--- src/rtl/ramp_pkg.sv ---
package ramp_pkg;

    localparam int RAMP_CNT_W     = 6;
    localparam int RAMP_PSC_W     = 2;
    localparam int RAMP_BASE_LOG2 = 6;
    localparam int RAMP_PRE_W     = RAMP_BASE_LOG2 + 5;

    // extra left shift on top of the base divisor for each prescaler code
    function automatic int psc_shift(input int code);
        case (code)
            0:       return 0;
            1:       return 2;
            2:       return 3;
            default: return 5;
        endcase
    endfunction

endpackage

--- src/rtl/ramp_field_sel.sv ---
module ramp_field_sel #(
    parameter int CNT_W = ramp_pkg::RAMP_CNT_W,
    parameter int PSC_W = ramp_pkg::RAMP_PSC_W,
    localparam int FIELD_W = CNT_W + PSC_W,
    localparam int NFIELD  = 2
) (
    input  logic [NFIELD*FIELD_W-1:0] cfg_word,
    input  logic                      dir_down,
    output logic [CNT_W-1:0]          cnt,
    output logic [PSC_W-1:0]          psc
);

    logic [FIELD_W-1:0] fld [NFIELD];
    logic [FIELD_W-1:0] sel;

    for (genvar f = 0; f < NFIELD; f++) begin : g_fld
        assign fld[f] = cfg_word[f*FIELD_W +: FIELD_W];
    end

    assign sel = fld[dir_down];
    assign cnt = sel[CNT_W-1:0];
    assign psc = sel[FIELD_W-1 -: PSC_W];

endmodule

--- src/rtl/ramp_div_decode.sv ---
module ramp_div_decode #(
    parameter int PSC_W     = ramp_pkg::RAMP_PSC_W,
    parameter int BASE_LOG2 = ramp_pkg::RAMP_BASE_LOG2,
    parameter int PRE_W     = ramp_pkg::RAMP_PRE_W,
    localparam int NCODE    = 1 << PSC_W
) (
    input  logic [PSC_W-1:0] psc,
    output logic [PRE_W-1:0] reload
);

    logic [PRE_W-1:0] lut [NCODE];

    // each entry is divisor - 1 so the prescaler counts down to zero
    for (genvar g = 0; g < NCODE; g++) begin : g_lut
        localparam int SH = BASE_LOG2 + ramp_pkg::psc_shift(g);
        assign lut[g] = PRE_W'((64'd1 << SH) - 64'd1);
    end

    assign reload = lut[psc];

endmodule

--- src/rtl/ramp_core.sv ---
module ramp_core #(
    parameter int CNT_W = ramp_pkg::RAMP_CNT_W,
    parameter int PRE_W = ramp_pkg::RAMP_PRE_W
) (
    input  logic             clk,
    input  logic             rst_n,
    input  logic             start,
    input  logic [CNT_W-1:0] cnt,
    input  logic [PRE_W-1:0] reload,
    output logic             busy,
    output logic             done
);

    typedef struct packed {
        logic             busy;
        logic             done;
        logic [PRE_W-1:0] pre;
        logic [CNT_W-1:0] tick;
        logic [PRE_W-1:0] reload;
    } core_state_t;

    core_state_t s_d, s_q;

    always_comb begin
        s_d      = s_q;
        s_d.done = 1'b0;
        if (start) begin
            if (cnt == '0) begin
                s_d.busy = 1'b0;
                s_d.done = 1'b1;
            end else begin
                s_d.busy   = 1'b1;
                s_d.pre    = reload;
                s_d.tick   = cnt;
                s_d.reload = reload;
            end
        end else if (s_q.busy) begin
            if (s_q.pre == '0) begin
                if (s_q.tick == CNT_W'(1)) begin
                    s_d.busy = 1'b0;
                    s_d.done = 1'b1;
                end else begin
                    s_d.tick = s_q.tick - CNT_W'(1);
                    s_d.pre  = s_q.reload;
                end
            end else begin
                s_d.pre = s_q.pre - PRE_W'(1);
            end
        end
    end

    always_ff @(posedge clk or negedge rst_n) begin
        if (!rst_n) begin
            s_q <= '0;
        end else begin
            s_q <= s_d;
        end
    end

    assign busy = s_q.busy;
    assign done = s_q.done;

endmodule

--- src/rtl/ramp_wait_timer.sv ---
module ramp_wait_timer #(
    parameter int CNT_W     = ramp_pkg::RAMP_CNT_W,
    parameter int PSC_W     = ramp_pkg::RAMP_PSC_W,
    parameter int BASE_LOG2 = ramp_pkg::RAMP_BASE_LOG2,
    localparam int PRE_W    = BASE_LOG2 + 5,
    localparam int CFG_W    = 2 * (CNT_W + PSC_W)
) (
    input  logic             clk,
    input  logic             rst_n,
    input  logic [CFG_W-1:0] cfg_word,
    input  logic             start,
    input  logic             dir_down,
    output logic             busy,
    output logic             done
);

    logic [CNT_W-1:0] sel_cnt;
    logic [PSC_W-1:0] sel_psc;
    logic [PRE_W-1:0] sel_reload;

    ramp_field_sel #(.CNT_W(CNT_W), .PSC_W(PSC_W)) u_sel (
        .cfg_word (cfg_word),
        .dir_down (dir_down),
        .cnt      (sel_cnt),
        .psc      (sel_psc)
    );

    ramp_div_decode #(.PSC_W(PSC_W), .BASE_LOG2(BASE_LOG2), .PRE_W(PRE_W)) u_div (
        .psc    (sel_psc),
        .reload (sel_reload)
    );

    ramp_core #(.CNT_W(CNT_W), .PRE_W(PRE_W)) u_core (
        .clk    (clk),
        .rst_n  (rst_n),
        .start  (start),
        .cnt    (sel_cnt),
        .reload (sel_reload),
        .busy   (busy),
        .done   (done)
    );

endmodule

--- config.mk ---
export PLATFORM = sky130hd
export DESIGN_NAME = ramp_wait_timer
export DESIGN_NICKNAME = d
export VERILOG_FILES = /design/src/rtl/ramp_pkg.sv /design/src/rtl/ramp_field_sel.sv /design/src/rtl/ramp_div_decode.sv /design/src/rtl/ramp_core.sv /design/src/rtl/ramp_wait_timer.sv
export SDC_FILE = /design/constraint.sdc
export NUM_CORES = 1
export LEC_CHECK = 0
export ABC_CLOCK_PERIOD_IN_PS = 2550
export BUFFER_PORTS_ARGS = -buffer_cell sky130_fd_sc_hd__buf_2
export CAP_MARGIN = 20
export CORE_AREA = 2 2 69 58
export CTS_CLUSTER_SIZE = 28
export DETAILED_ROUTE_END_ITERATION = 8
export DIE_AREA = 0 0 71 60
export PLACE_DENSITY = 0.76
export REMOVE_ABC_BUFFERS = 1
export SLEW_MARGIN = 30
export SYNTH_ARGS = -nofsm -noshare
export SYNTH_HDL_FRONTEND = slang
export SYNTH_SLANG_ARGS = --single-unit
--- constraint.sdc ---
create_clock -name clk -period 2.55 [get_ports clk]
set_clock_uncertainty 0.1 [all_clocks]
set_input_delay 0.255 -clock clk [delete_from_list [all_inputs] [get_ports clk]]
set_output_delay 0.255 -clock clk [all_outputs]
set_load 0.1 [all_outputs]
; Word level (Yosys, flattened, before mapping)
; Index checks and enable logic that the tools add are counted.
[word_totals]
regBits = 30
input_bits = 20
out_inout_bits = 2
word_cells = 39
[op_classes]
add_sub_neg = 2
magnitude_cmp = 2
n_eq_ne = 4
muxes = 16
bitwise_logic = 3
reduce_logical = 7
[ops]
columns = op, count
row1 = $mux W19, 2
row2 = $mux W11, 3
row3 = $mux W28, 1
row4 = $mux W8, 3
row5 = $bmux W11 S2, 1
row6 = $mux W17, 1
row7 = $logic_not A11 Y1, 1
row8 = $sub A11 B1 Y11 const B, 1
row9 = $eq A6 B1 Y1 const B, 1
row10 = $logic_not A6 Y1, 1
row11 = $mux W6, 1
row12 = $sub A6 B1 Y6 const B, 1
row13 = $mux W2, 2
row14 = $ne A2 B2 Y1 const B, 2
row15 = $reduce_and A4 Y1, 1
row16 = $reduce_bool A2 Y1, 2
row17 = $ge A3 B3 Y1 const B, 1
row18 = $ne A3 B3 Y1 const B, 1
row19 = $not A2 Y3, 1
row20 = $reduce_and A3 Y1, 1
row21 = $ge A2 B2 Y1 const B, 1
row22 = $mux W1, 2
row23 = $not A1 Y2, 1
row24 = $reduce_and A2 Y1, 1
row25 = $not A1 Y1, 1

; Longest topological paths before layout
; Gate-level depths: netlist (run 1).
[depth]
word_depth = 10
ltp_mapped = 8
mapped_depth_nobuf = 8

; By module
; Synthesis (run 1) repeated with hierarchy kept, for this count alone.
[unflattened]
cells_unflattened = 225
area_unflattened_um2 = 1981.9
[by_module_without_submodules]
columns = module, instances, cells_each, area_each_um2, seq_area_each_um2
row1 = ramp_core, 1, 204, 1765.4, 750.7
row2 = ramp_field_sel, 1, 9, 131.4, 0.0
row3 = ramp_div_decode, 1, 12, 85.1, 0.0

; Worst setup path after synthesis (run 1)
; OpenSTA, ideal clock, no wires.
[synth_path]
kind = register to register
startpoint = reg u_core.s_q, in the netlist u_core.busy
endpoint = reg u_core.s_q[15] in the netlist's numbering
setup_time_ps = 67
arrival_ps = 2070
t_required_ps = 2383
path_slack_ps = 313
path_stages_with_launch = 6
path_buffers = 0
synth_period_minus_slack_ps = 2237
cell_sequence = dfrtp_1 > nor2b_1 > nand4_1 > nand2b_1 > o311ai_1 > a32o_1
[synth_between]
elab_chain_cells = 2
[synth_lines]
columns = element, line
row1 = from (decl), ramp_core.sv:22  ; core_state_t s_d, s_q;
row2 = from (signal assigned), ramp_core.sv:54  ; s_q <= '0;
row3 = from (signal assigned), ramp_core.sv:56  ; s_q <= s_d;
row4 = $reduce_bool A2 Y1 (no line), -
row5 = $reduce_and A4 Y1 (no line), -
; No other way between the ends.
; A chain may end at the register's enable or synchronous reset.

; Worst setup path after layout (run 1)
[layout_path]
startpoint = reg u_core.s_q[17] in the netlist's numbering
endpoint = reg u_core.s_q[15] in the netlist's numbering
[layout_between]
elab_chain_cells = 3
[layout_lines]
columns = element, line
row1 = $logic_not A11 Y1, ramp_core.sv:38  ; if (s_q.pre == '0) begin
row2 = $reduce_bool A2 Y1 (no line), -
row3 = $reduce_and A4 Y1 (no line), -
; No other way between the ends.

==> results.json, run 1 <==
{
  "drt_iter0_markers": 98,
  "critical_path_required_ns": 2.66,
  "h-tree-depth": 1,
  "cts_root_buf": "clkbuf_8",
  "place_congestion": 0.941,
  "track_usage_pct": 20.1,
  "syn_area_per_cell_um2": 8.96,
  "die_area_um2": 4260,
  "viasPerCell": 5.89,
  "num_antenna_cells": 0,
  "antenna_found_initial": 0,
  "synth_xor_area_share_pct": 1.68,
  "synth_area_leaders": "dfrtp_1 (37%), a21oi_1 (6.4%), mux2i_1 (5.1%)",
  "crit_fanout": 5,
  "worst_pin_slew_ns": 0.504,
  "synth_fa_ha_area_share_pct": 3.19,
  "grt_max_degree": 24,
  "cts_inserted_buffers": 3,
  "gr-total-overflow": 0,
  "yosysUniqueCellTypes": 52,
  "maxSlewViolCount": 0,
  "core_area_um2": 3630,
  "hp-class": "in -> reg",
  "cts_tree": "yes",
  "post-route-util_pct": 49.7,
  "fin_area_um2": 1800,
  "vias": 1448,
  "drt_pre_antenna_iters": 4,
  "post_cts_resized": 0,
  "finalSetupViolations": 0,
  "drt_wl_total_mm": 3.90,
  "row_count": 20,
  "critPathLaunchType": "flip-flop",
  "clk_path_buf_depth": 2,
  "yosysTopAreaCellShare_pct": 36.7,
  "grt_pass1_vias": 1344,
  "power_leakage_nw": 0.788,
  "synth_edf_count": 0,
  "synth_async_sr_flop_share_pct": 100,
  "synthMuxAreaShare_pct": 5.83,
  "min_period_ns": 2.27,
  "start_util_pct": 43.2,
  "setup_tns_ns": 0,
  "hold_violations": 0,
  "dieWidth_um": 71,
  "post-route-drc-count": 0,
  "fillers": 335,
  "rsz0062_at_grt": "false",
  "syn2layout_area_growth_pct": 15.0,
  "synth_compound_area_share_pct": 26.9,
  "insertion_delay_ns": 0.27,
  "fin_nets": 227,
  "path_clk_slew_ns": 0.08,
  "worst-setup-path-type": "reg -> reg",
  "relSlewSlack_pct": 66.4,
  "hold_ws_ns": 0.241,
  "arrival_ns": 2.38,
  "syn_inst": 175,
  "grt_pass1_wl_mm": 6.57,
  "hpwl_mm": 2.98,
  "endpoint_kind": "flip-flop",
  "io_buffers": 21,
  "clock-sinks": 23,
  "final_min_period_over_clock_period_pct": 88.9,
  "synth_seq_cells": 23,
  "io_pins": 22,
  "final_layout_size_suffix_gt1_share_pct": 18.8,
  "peakVddDrop_mv": 0.304,
  "max_freq_mhz": 441,
  "synth_top_area_cell": "dfrtp_1",
  "drt.antenna.violating_nets": 0,
  "outcome": "finished clean",
  "ys_seq_area_share_pct": 36.7,
  "avgRoutedWirePerCell_um": 15.9,
  "post_dp_cell_area_um2": 1750,
  "netlist_area_um2": 1570,
  "dominantRegCellSynth": "dfrtp_1",
  "synth_simple_gate_area_share_pct": 22.2,
  "die_y_um": 60,
  "maxCapViolations": 0,
  "synth_top_family_by_area": "compound AO/OA/AOI/OAI gates",
  "ys_warn_count": 0,
  "p_per_area_nw_per_um2": 505
}
-- cell type report --
| class | count | area [um2] | area share [%] |
|---|---|---|---|
| Tap cell | 44 | 55.1 | 3.05 |
| Clock buffer | 4 | 45.0 | 2.50 |
| Inverter | 10 | 37.5 | 2.08 |
| Multi-Input combinational cell | 138 | 937 | 52.0 |
| Sequential cell | 23 | 576 | 31.9 |
| Timing Repair Buffer | 27 | 153 | 8.47 |
-- power breakdown --
group / switching, mW / internal [mW] / total (mW)
Combinational: 0.132 / 0.0961 / 0.228
Sequential: 0.0494 / 0.405 / 0.455
Clock: 0.117 / 0.112 / 0.228
Total: 0.298 / 0.613 / 0.911
-- per-layer routing --
metal / GRT usage (%) / up-vias / part of all wire [%]
li1: - / 714 / -
met1: 30.6 / 685 / 49
met2: 29.9 / 45 / 45
met3: 3.54 / 4 / 5.5
met4: 4.04 / 0 / 0.74
met5: 0 / - / 0
-- logic make-up (layout without fill, tap and decap cells) --
family	count (synthesis)	count (layout)
compound gates	60	60
xor+xnor	3	3
fa+ha+maj	4	4
buf+inv	14	41
flops	23	23
mux	9	9
simple gates	62	62
-- critical path: stages (launching register included) --
cell	delay, ns
dfrtp_1	0.39
inv_1	0.10
ha_1	0.21
nor4b_2	0.37
nand4_1	0.24
nand2b_1	0.30
o311ai_1	0.33
a32o_1	0.17
-- Yosys cell counts, drive strengths merged, types with 2 or more instances --
cell type	number
a211o	2
a21o	5
a21oi	20
a2bb2oi	3
a31oi	2
and3	2
buf	2
clkbuf	2
dfrtp	23
ha	4
inv	10
mux2i	8
nand2	14
nand2b	2
nand3	4
nor2	17
nor2b	3
nor3	8
nor4	2
o21a	2
o21ai	6
o22a	3
o22ai	5
o311ai	2
o32ai	4
or4	2
or4b	2
xor2	2
-- cells in the final DEF (no fill, tap or decap), types with 2 or more instances in the layout --
cell type	count
o32ai_1	4
dfrtp_1	23
a211o_1	2
o22a_1	2
or4b_1	2
nand3_1	4
or4_1	2
nand2b_1	2
buf_4	5
clkbuf_8	3
buf_2	21
nor3_1	7
nor2_1	15
o21ai_0	2
a21o_1	5
ha_1	4
and3_1	2
a31oi_1	2
xor2_1	2
inv_1	9
a21oi_1	20
nand2_1	14
o21ai_1	3
o22ai_1	5
nor2b_1	3
a2bb2oi_1	3
mux2i_1	8
-- through the flow --
step	setup slack, ns	cells	total power [mW]
after global placement	0.310	241	0.680
after detailed placement	0.266	241	0.685
final	0.283	246	0.911
after floorplan	0.00564	171	0.604
after CTS	0.308	246	0.918
after global routing	0.0778	246	0.966
-- flip-flops by register name, summed over array words and instances (netlist names) --
register and cells:
u_core.s_q 21, u_core.busy 1, u_core.done 1
-- worst paths after layout --
path | end | cells after the start | slack [ns] | from
min reg2reg | u_core.s_q[7] | 2 | 0.43 | u_core.s_q[7]
max | u_core.s_q[15] | 7 | 0.28 | u_core.s_q[17]
max reg2reg | u_core.s_q[15] | 7 | 0.28 | u_core.s_q[17]
min | u_core.s_q[15] | 4 | 0.24 | cfg_word[4]
min in group asynchronous | u_core.done | 2 | 0.38 | rst_n
max in group asynchronous | u_core.s_q[14] | 2 | 1.62 | rst_n
-- what timing repair did --
action / in CTS / in global routing
setup buffers: 0 / 0
hold buffers: 1 / 0
endpoints found under the hold margin: 23 / 0
Note: power is estimated with default switching activity, not from simulation.
==> run 2: changes to the inputs <==
Settings changed: ABC_CLOCK_PERIOD_IN_PS 2550 to 2900.
Clock period 2.55 ns to 2.9 ns, I/O delays scaled along.
==> results.json, run 2 (synthesis results as in run 1) <==
{
  "outcome": "finished clean",
  "insertion_delay_ns": 0.27,
  "grtUsageMet3_pct": 4.55,
  "die_y_um": 60,
  "drt_pre_antenna_iters": 4,
  "fin_total_pwr_mw": 0.803,
  "maxSlewViolCount": 0,
  "cts_tree": "yes",
  "path_cells": "inv_1 > ha_1 > nor4b_2 > nand4_1 > nand2b_1 > o311ai_1 > a32o_1",
  "multi_input_area_um2": 937,
  "final_layout_size_suffix_gt1_share_pct": 17.7,
  "layout_commonest_cell": "dfrtp_1",
  "slowest_delay_ns": 0.40,
  "antenna_found_initial": 0,
  "setup_slack_ns": 0.558,
  "pre_cts_slack_ns": 0.487,
  "power_leakage_nw": 0.767,
  "setup_tns_ns": 0,
  "drt_iter0_markers": 120,
  "hold_violations": 0,
  "gr-total-overflow": 0,
  "grt_max_degree": 24,
  "cts_root_buf": "clkbuf_8",
  "hold_ws_ns": 0.286,
  "clock-sinks": 23,
  "post-route-drc-count": 0,
  "io_buffers": 21,
  "die_area_um2": 4260,
  "path_buf_inv": 1,
  "syn2layout_area_growth_pct": 13.3,
  "io_pins": 22,
  "max_freq_mhz": 427,
  "fin_nets": 223,
  "hpwl_mm": 2.92,
  "grt.busiest_layer": "met2",
  "worst-setup-path-type": "reg -> reg",
  "p_seq_share_pct": 50.0,
  "h-tree-depth": 1,
  "finalSetupViolations": 0,
  "relSlewSlack_pct": 64.2,
  "viasPerCell": 6.10,
  "register_area_um2": 576,
  "path_clk_slew_ns": 0.09,
  "peakVddDrop_mv": 0.295,
  "post_cts_resized": 0,
  "grt_pass1_vias": 1352,
  "critPathTopFamily": "simple AND/OR/NAND/NOR gates",
  "crit_fanout": 5,
  "cts_inserted_buffers": 3,
  "grt_pass1_wl_mm": 6.37,
  "grtUsageMet2_pct": 30.0,
  "switching_share_pct": 33.4,
  "start_util_pct": 43.2,
  "endpoint_kind": "flip-flop",
  "fillers": 340,
  "avgRoutedWirePerCell_um": 15.6,
  "final_min_period_over_clock_period_pct": 80.7,
  "num_antenna_cells": 0,
  "top_register": "u_core.s_q",
  "rsz0062_at_grt": "false",
  "drt.antenna.violating_nets": 0,
  "critical_path_required_ns": 3.01,
  "vias": 1476,
  "p_clk_share_pct": 25.3,
  "track_usage_pct": 19.4,
  "min_period_ns": 2.34,
  "final_cell_mix": "dfrtp_1 (23), buf_2 (21), a21oi_1 (20)",
  "arrival_ns": 2.45,
  "row_count": 20,
  "worst_pin_slew_ns": 0.536,
  "dieWidth_um": 71,
  "hp-class": "in -> reg",
  "core_area_um2": 3630,
  "critPathLaunchType": "flip-flop",
  "netSwitchingPower_mw": 0.268,
  "maxCapViolations": 0,
  "p_int_mw": 0.535,
  "clk_path_buf_depth": 2,
  "use_met1_pct": 28.0,
  "share_comb_of_total_power_pct": 24.7,
  "drt_wl_total_mm": 3.78,
  "largest_register_ff_count": 21,
  "slowest_stage": "dfrtp_1",
  "place_congestion": 0.932,
  "p_per_area_nw_per_um2": 452
}
## run 2: cell count changes in the layout (fill, tap and decap cells not counted)
cell	change
clkbuf_1	-1
clkinvlp_4	+1
buf_4	-4
## run 2: worst register-to-register path, delay by kind of cell, from the launching register on
family          cells  cell delay [ns]
fa+ha+maj           1             0.22
buf+inv             1             0.10
flops               1             0.40
simple gates        3             0.95
compound gates      2             0.49
## run 2: final timing paths
kind / depth (start not counted) / start / end / slack, ns
max: 7 / u_core.s_q[17] / u_core.s_q[15] / 0.56
min: 4 / cfg_word[3] / u_core.s_q[14] / 0.29
max reg2reg: 7 / u_core.s_q[17] / u_core.s_q[15] / 0.56
min reg2reg: 2 / u_core.s_q[7] / u_core.s_q[7] / 0.43
max in group asynchronous: 2 / rst_n / u_core.s_q[21] / 1.93
min in group asynchronous: 2 / rst_n / u_core.s_q[18] / 0.42
## run 2: area by class of cell
class / instances / share of cell area [%]
clock buffers: 3 / 2.32
clock inverters: 1 / 0.423
flip-flops and latches: 23 / 32.4
well taps: 44 / 3.10
repair buffers: 23 / 6.90
multi-input cells: 138 / 52.7
inverters: 10 / 2.11
## run 2: what timing repair did
item | CTS | global route
buffers inserted | 0 | 0
hold buffers | 1 | 0
endpoints found under the hold margin | 23 | 0
## run 2: stage by stage
stage | utilization [%] | std cells | area [um2]
floorplan | - | 171 | 1550
global placement | 47.3 | 237 | 1720
detailed placement | 47.3 | 237 | 1720
CTS | 49.0 | 242 | 1780
global route | 49.0 | 242 | 1780
finish | 49.0 | 242 | 1780
## run 2: routing by layer
metal	wire length, um	share of wire, %	vias up
met5	0	0	-
met3	261	6.9	6
met2	1600	42	66
met1	1870	49	692
met4	44	1.2	0
li1	-	-	712
## run 2: power groups by stage
stage | Sequential [mW] | Combinational (mW) | Clock (mW)
final | 0.401 | 0.198 | 0.203
after global routing | 0.407 | 0.219 | 0.226
after floorplan | 0.403 | 0.128 | 0
after detailed placement | 0.405 | 0.194 | 0
after CTS | 0.399 | 0.196 | 0.210
after global placement | 0.405 | 0.190 | 0
